--- src/rtl/sxu_pkg.sv ---
package sxu_pkg;

    localparam int CKS_W    = 3;
    localparam logic [CKS_W-1:0] CKS_EXT = '1;
    localparam int MAX_HALF = 1 << ((1 << CKS_W) - 2);
    localparam int PCNT_W   = $clog2(MAX_HALF);

    typedef struct packed {
        logic [2:0]       rsv;
        logic             pol;
        logic             pha;
        logic [CKS_W-1:0] cks;
    } ctrl_t;

    localparam int CTRL_W = $bits(ctrl_t);

    typedef enum logic {
        SEL_CTRL = 1'b0,
        SEL_DATA = 1'b1
    } sel_e;

    function automatic logic is_ext(input ctrl_t c);
        return c.cks == CKS_EXT;
    endfunction

    // last prescaler count of one half period for a given select code
    function automatic logic [PCNT_W-1:0] half_last(input logic [CKS_W-1:0] cks);
        return PCNT_W'((1 << cks) - 1);
    endfunction

endpackage

--- src/rtl/sxu_ctrl_reg.sv ---
module sxu_ctrl_reg
    import sxu_pkg::*;
(
    input  logic  clk,
    input  logic  rst,
    input  logic  wr,
    input  logic  lock,
    input  ctrl_t wdata,
    input  ctrl_t wmask,
    output ctrl_t ctrl
);

    ctrl_t q;

    always_ff @(posedge clk) begin
        if (rst) begin
            q <= '0;
        end else if (wr && !lock) begin
            q <= ctrl_t'((q & ~wmask) | (wdata & wmask));
        end
    end

    always_comb begin
        ctrl     = q;
        ctrl.rsv = '0;
    end

endmodule

--- src/rtl/sxu_clkgen.sv ---
module sxu_clkgen
    import sxu_pkg::*;
#(
    parameter int SYNC_STAGES = 2
) (
    input  logic  clk,
    input  logic  rst,
    input  ctrl_t ctrl,
    input  logic  busy,
    input  logic  start,
    input  logic  sclk_in,
    output logic  edge_stb
);

    localparam int LAST = SYNC_STAGES - 1;

    logic [PCNT_W-1:0]      pcnt;
    logic [SYNC_STAGES-1:0] sync;
    logic                   sync_prev;
    logic                   int_edge;
    logic                   ext_edge;

    assign int_edge = (pcnt == half_last(ctrl.cks));
    assign ext_edge = sync[LAST] ^ sync_prev;

    // prescaler restarts with every transfer so the first half period is full
    always_ff @(posedge clk) begin
        if (rst) begin
            pcnt <= '0;
        end else if (start || !busy || int_edge) begin
            pcnt <= '0;
        end else begin
            pcnt <= pcnt + 1'b1;
        end
    end

    for (genvar g = 0; g < SYNC_STAGES; g++) begin : g_sync
        if (g == 0) begin : g_first
            always_ff @(posedge clk) begin
                if (rst) sync[g] <= 1'b0;
                else     sync[g] <= sclk_in;
            end
        end else begin : g_next
            always_ff @(posedge clk) begin
                if (rst) sync[g] <= 1'b0;
                else     sync[g] <= sync[g-1];
            end
        end
    end

    always_ff @(posedge clk) begin
        if (rst) sync_prev <= 1'b0;
        else     sync_prev <= sync[LAST];
    end

    assign edge_stb = busy && (is_ext(ctrl) ? ext_edge : int_edge);

endmodule

--- src/rtl/sxu_shifter.sv ---
module sxu_shifter #(
    parameter int DATA_W = 8
) (
    input  logic              clk,
    input  logic              rst,
    input  logic              start,
    input  logic [DATA_W-1:0] tx_data,
    input  logic              pha,
    input  logic              edge_stb,
    input  logic              sdi,
    output logic              busy,
    output logic              phase,
    output logic              sdo,
    output logic              done,
    output logic [DATA_W-1:0] rx_data
);

    localparam int EDGES = 2 * DATA_W;
    localparam int EC_W  = $clog2(EDGES);

    logic [EC_W-1:0]   ecnt;
    logic [DATA_W-1:0] txs;
    logic [DATA_W-1:0] rxs;
    logic              lead;
    logic              last;
    logic              drive_now;
    logic              samp_now;
    logic [DATA_W-1:0] rx_next;

    assign lead      = !ecnt[0];
    assign last      = (ecnt == EC_W'(EDGES - 1));
    assign drive_now = pha ? lead : (!lead && !last);
    assign samp_now  = pha ? !lead : lead;
    assign rx_next   = samp_now ? {rxs[DATA_W-2:0], sdi} : rxs;

    always_ff @(posedge clk) begin
        if (rst) begin
            busy    <= 1'b0;
            done    <= 1'b0;
            phase   <= 1'b0;
            sdo     <= 1'b0;
            ecnt    <= '0;
            txs     <= '0;
            rxs     <= '0;
            rx_data <= '0;
        end else if (start) begin
            busy  <= 1'b1;
            done  <= 1'b0;
            phase <= 1'b0;
            ecnt  <= '0;
            rxs   <= '0;
            if (!pha) begin
                sdo <= tx_data[DATA_W-1];
                txs <= {tx_data[DATA_W-2:0], 1'b0};
            end else begin
                txs <= tx_data;
            end
        end else if (busy && edge_stb) begin
            phase <= ~phase;
            ecnt  <= ecnt + 1'b1;
            rxs   <= rx_next;
            if (drive_now) begin
                sdo <= txs[DATA_W-1];
                txs <= {txs[DATA_W-2:0], 1'b0};
            end
            if (last) begin
                busy    <= 1'b0;
                done    <= 1'b1;
                rx_data <= rx_next;
            end
        end
    end

endmodule

--- src/rtl/serial_xfer.sv ---
module serial_xfer
    import sxu_pkg::*;
#(
    parameter int DATA_W      = 8,
    parameter int SYNC_STAGES = 2
) (
    input  logic              clk,
    input  logic              rst,
    input  logic              reg_wr,
    input  logic              reg_sel,
    input  logic [DATA_W-1:0] reg_wdata,
    input  logic [DATA_W-1:0] reg_wmask,
    output logic [DATA_W-1:0] reg_rdata,
    output logic              sclk_o,
    output logic              sclk_oe,
    input  logic              sclk_i,
    output logic              sdo,
    input  logic              sdi,
    output logic              done,
    output logic              busy
);

    ctrl_t             ctrl_w;
    logic              ctrl_wr;
    logic              start_w;
    logic              edge_w;
    logic              phase_w;
    logic [DATA_W-1:0] rx_w;

    assign ctrl_wr = reg_wr && (sel_e'(reg_sel) == SEL_CTRL);
    assign start_w = reg_wr && (sel_e'(reg_sel) == SEL_DATA) && !busy;

    sxu_ctrl_reg u_ctrl (
        .clk   (clk),
        .rst   (rst),
        .wr    (ctrl_wr),
        .lock  (busy),
        .wdata (ctrl_t'(reg_wdata[CTRL_W-1:0])),
        .wmask (ctrl_t'(reg_wmask[CTRL_W-1:0])),
        .ctrl  (ctrl_w)
    );

    sxu_clkgen #(.SYNC_STAGES(SYNC_STAGES)) u_clk (
        .clk      (clk),
        .rst      (rst),
        .ctrl     (ctrl_w),
        .busy     (busy),
        .start    (start_w),
        .sclk_in  (sclk_i),
        .edge_stb (edge_w)
    );

    sxu_shifter #(.DATA_W(DATA_W)) u_shift (
        .clk      (clk),
        .rst      (rst),
        .start    (start_w),
        .tx_data  (reg_wdata),
        .pha      (ctrl_w.pha),
        .edge_stb (edge_w),
        .sdi      (sdi),
        .busy     (busy),
        .phase    (phase_w),
        .sdo      (sdo),
        .done     (done),
        .rx_data  (rx_w)
    );

    assign sclk_o    = ctrl_w.pol ^ phase_w;
    assign sclk_oe   = !is_ext(ctrl_w);
    assign reg_rdata = (sel_e'(reg_sel) == SEL_CTRL) ? DATA_W'(ctrl_w) : rx_w;

endmodule

--- config.mk ---
export PLATFORM = sky130hd
export DESIGN_NAME = serial_xfer
export DESIGN_NICKNAME = d
export VERILOG_FILES = /design/src/rtl/sxu_pkg.sv /design/src/rtl/sxu_ctrl_reg.sv /design/src/rtl/sxu_clkgen.sv /design/src/rtl/sxu_shifter.sv /design/src/rtl/serial_xfer.sv
export SDC_FILE = /design/constraint.sdc
export NUM_CORES = 1
export LEC_CHECK = 0
export ABC_CLOCK_PERIOD_IN_PS = 5750
export BUFFER_PORTS_ARGS = -buffer_cell sky130_fd_sc_hd__buf_2
export CORE_UTILIZATION = 45
export DETAILED_ROUTE_END_ITERATION = 8
export PLACE_DENSITY = 0.64
export SLEW_MARGIN = 20
export SYNTH_ARGS = -nofsm -noshare
export SYNTH_HDL_FRONTEND = slang
export SYNTH_SLANG_ARGS = --single-unit
--- constraint.sdc ---
create_clock -name clk -period 5.75 [get_ports clk]
set_clock_uncertainty 0.2 [all_clocks]
set_input_delay 0.2875 -clock clk [delete_from_list [all_inputs] [get_ports clk]]
set_output_delay 0.2875 -clock clk [all_outputs]
set_load 0.02 [all_outputs]
==> results by group <==
Synthesis
  • Asr flop ratio synth: 0%
  • Mux share of post-synthesis cell area: 11.5%
  • Synth Area in Adders: 1.57%
  • Top FF cell, synth: dfxtp_1
  • Seq/Total Area, Yosys: 38.5%
  • Synthesis Warnings: 0
  • Synthesis-stage register bit count: 46
  • Simple-gate share of the synthesized area: 18.9%
  • Gate Count Post-Synth: 266
  • Mapped cell area: 0.00239 mm²
  • Syn_nets: 291
  • Synth cell types: 50
  • Post-Synth XOR/XNOR Area: 3.97%
  • Number of synthesized flops with an enable pin: 0
  • Post-Syn Area per Cell: 8.99 µm²
  • Compound-Gate Fraction of Synth Area: 21.5%
  • Largest family of logic cells by synthesized area: compound AO/OA/AOI/OAI gates

Clock tree
  • CTS sink count: 46
  • Clock buffer depth: 2
  • Worst skew pair latency: 0.30 ns
  • Clock root buffer: clkbuf_8
  • CTS H-tree lvls: 2
  • CTS tree: done
  • Post CTS Setup Buffer Count: 0
  • Clock-pin slew on the worst setup and hold paths: 0.09 ns
  • Num CTS Buffers: 5

Routing
  • Number of routed nets with antenna violations: 0
  • DRT iter0 DRCs: 101
  • Highest metal layer with signal wires: met4
  • Via Count: 1,933
  • Drt wl/cell: 13.1 µm
  • Metal2 WL: 2.11 mm
  • DRT Wirelength: 4.72 mm
  • Met3 wire length: 123 µm
  • DRT Pass-1 Iters: 6
  • Post-detailed-route DRC marker count: 0
  • M1 WL: 2.41 mm
  • Via density per instance: 5.38

Pwr
  • Seq pwr share: 50.2%
  • Net Sw Frac: 26.3%
  • Internal power: 0.493 mW
  • Clock network fraction of total power: 35.5%
  • Total power: 0.669 mW
  • NetSw: 0.176 mW
  • Peak supply drop: 0.000165 V
  • Power per cell area: 250 mW/mm²
  • Gate power share: 14.3%
  • Leakage power: 0.940 nW

Cells and area
  • # fillers: 514
  • Most frequent cells in the layout: 46 x dfxtp_1, 31 x buf_2, 25 x nor2_1, 23 x mux2i_1, 21 x a21oi_1
  • Area Growth Syn to Fin: 11.9%
  • NumNets Final: 313
  • Most common cell after layout, fill and taps aside: dfxtp_1
  • Ant diodes: 0
  • Layout Cells excl Fill: 359
  • Share of layout cells above drive strength 1: 18.0%

Hold path
  • Hold crit path type: in2reg
  • Hold path start: sdi

STA
  • Final worst path period share: 54.5%
  • Fmax: 0.319 GHz
  • Endpoints failing hold: 0
  • Final setup vio count: 0
  • Max-slew headroom: 50.5%
  • Worst setup margin: 2.61 ns
  • Total negative setup slack: 0 ns
  • Worst slew pin tran: 0.740 ns
  • Crit path time final: 3.14 ns
  • RSZ-0062 raised after global routing: no
  • Final-report max-slew violation count: 0

Worst setup path
  • CP startpoint kind: flip-flop
  • R2R setup slack: 2.61 ns
  • Crit path DAT: 3.14 ns
  • Critical Path RT: 5.75 ns
  • Critical-path cell list: or3_1 -> ha_1 -> and4bb_1 -> a31oi_1 -> a21oi_2 -> nor2_1 -> o21ai_2 -> a21oi_1 -> a311oi_1
  • Worst Setup End Kind: flip-flop
  • WP buf/inv: 0
  • Critical Path Fanout Max: 18
  • CP Class: reg2reg
  • Delay-heaviest family, CP: compound AO/OA/AOI/OAI gates
  • Slowest Stage Delay on Critical Path: 0.59 ns
  • Crit-path slowest cell: o21ai_2

Status
  • Status: complete, no violations

Placed design
  • Port bufs: 31
  • DP Cell Count: 350
  • DP Wirelength: 3.26 mm
  • Worst slack at placement: 2.67 ns
  • RePlAce Congestion: 0.774

Floorplanning
  • Die Ht: 74.9 µm
  • I/O Pins: 35
  • Die width: 74.9 µm
  • Starting Density: 46.8%
  • Core footprint: 0.00511 mm²
  • Full die area: 0.00561 mm²
  • Row cnt: 26

GRT
  • Largest net degree at the start of global routing: 29
  • Global-route wire length before repair: 7.62 mm
  • GRT overflow: 0
  • Vias in the first global route: 1,683
  • Initial antenna violation count: 0
  • Gr usage total: 17.9%

Run
  • Max Cap Viol: 0
## synth_stat cells, drive strengths merged, types with 2 or more instances
cell    instances  area share, %
nand2b          2           0.52
a311oi          8            2.9
o21a            2           0.94
o21ai          13            3.8
inv             3           0.47
a31oi           2           0.52
xor2            6            2.5
nand2          15            2.4
o31ai           2           0.63
nand3          13            2.7
buf             9            2.2
nor2           26            4.2
xnor2           4            1.5
and2            6            1.6
nor2b           8            2.1
ha              3            1.6
dfxtp          46             38
a21oi          23            5.4
nand3b          3           0.94
clkbuf          8            1.3
mux2            4            1.9
nor3            3           0.63
a211oi         14            4.4
or3             5            1.3
and4b           2           0.84
mux2i          23            9.6
## stage by stage
stage | cell area (µm²) | utilization (%) | hold WS, ns
2_1_floorplan | 2390 | - | 0.214
3_3_place_gp | 2550 | 50.0 | 0.226
3_5_place_dp | 2550 | 50.0 | 0.238
4_1_cts | 2670 | 52.3 | 0.0375
5_1_grt | 2680 | 52.4 | 0.0509
6_report | 2680 | 52.4 | 0.0489
## power groups by stage
| stage | Combinational, mW | Sequential, mW | Clock [mW] |
|---|---|---|---|
| 6_report | 0.0959 | 0.336 | 0.238 |
| 5_1_grt | 0.106 | 0.338 | 0.259 |
| 4_1_cts | 0.0958 | 0.336 | 0.245 |
| 3_5_place_dp | 0.0950 | 0.343 | 0 |
| 3_3_place_gp | 0.0944 | 0.343 | 0 |
| 2_1_floorplan | 0.0767 | 0.340 | 0 |
## final timing paths
path	end	cells past startpoint
min reg2reg	u_clk.sync[1]	1
max	u_shift.rx_data[1]	9
min	u_shift.rxs[0]	3
max reg2reg	u_shift.rx_data[1]	9
## logic make-up after synthesis
group           Yosys count
flops                    46
xor+xnor                 10
fa+ha+maj                 3
mux                      27
buf+inv                  20
simple gates             88
compound gates           72
## routing by layer
metal  track usage, %  vias to the layer above
met2             29.0                       20
li1                 -                     1010
met3             3.21                        5
met4             7.55                        0
met5                0                        -
met1             23.6                      898
## timing repair
action / in CTS / in global routing
hold buffers: 1 / 0
resized for setup: 0 / 0
endpoints found under the hold margin: 1 / 0
## tightest hold or removal path, delay by kind of cell
kind,cells,cell delay [ns]
AND/OR/NAND/NOR,1,0.07
multiplexers,1,0.06
buffers and inverters,1,0.09
## area by class of cell
class | count | area [µm²] | share of cell area (%)
clock buffer | 6 | 72.6 | 2.71
clock inverter | 2 | 37.5 | 1.40
inverter | 3 | 11.3 | 0.421
multi-input combinational | 200 | 1380 | 51.6
sequential | 46 | 921 | 34.4
tap | 70 | 87.6 | 3.27
timing repair buffer | 32 | 165 | 6.17
Note: power is estimated with default switching activity, not from simulation.
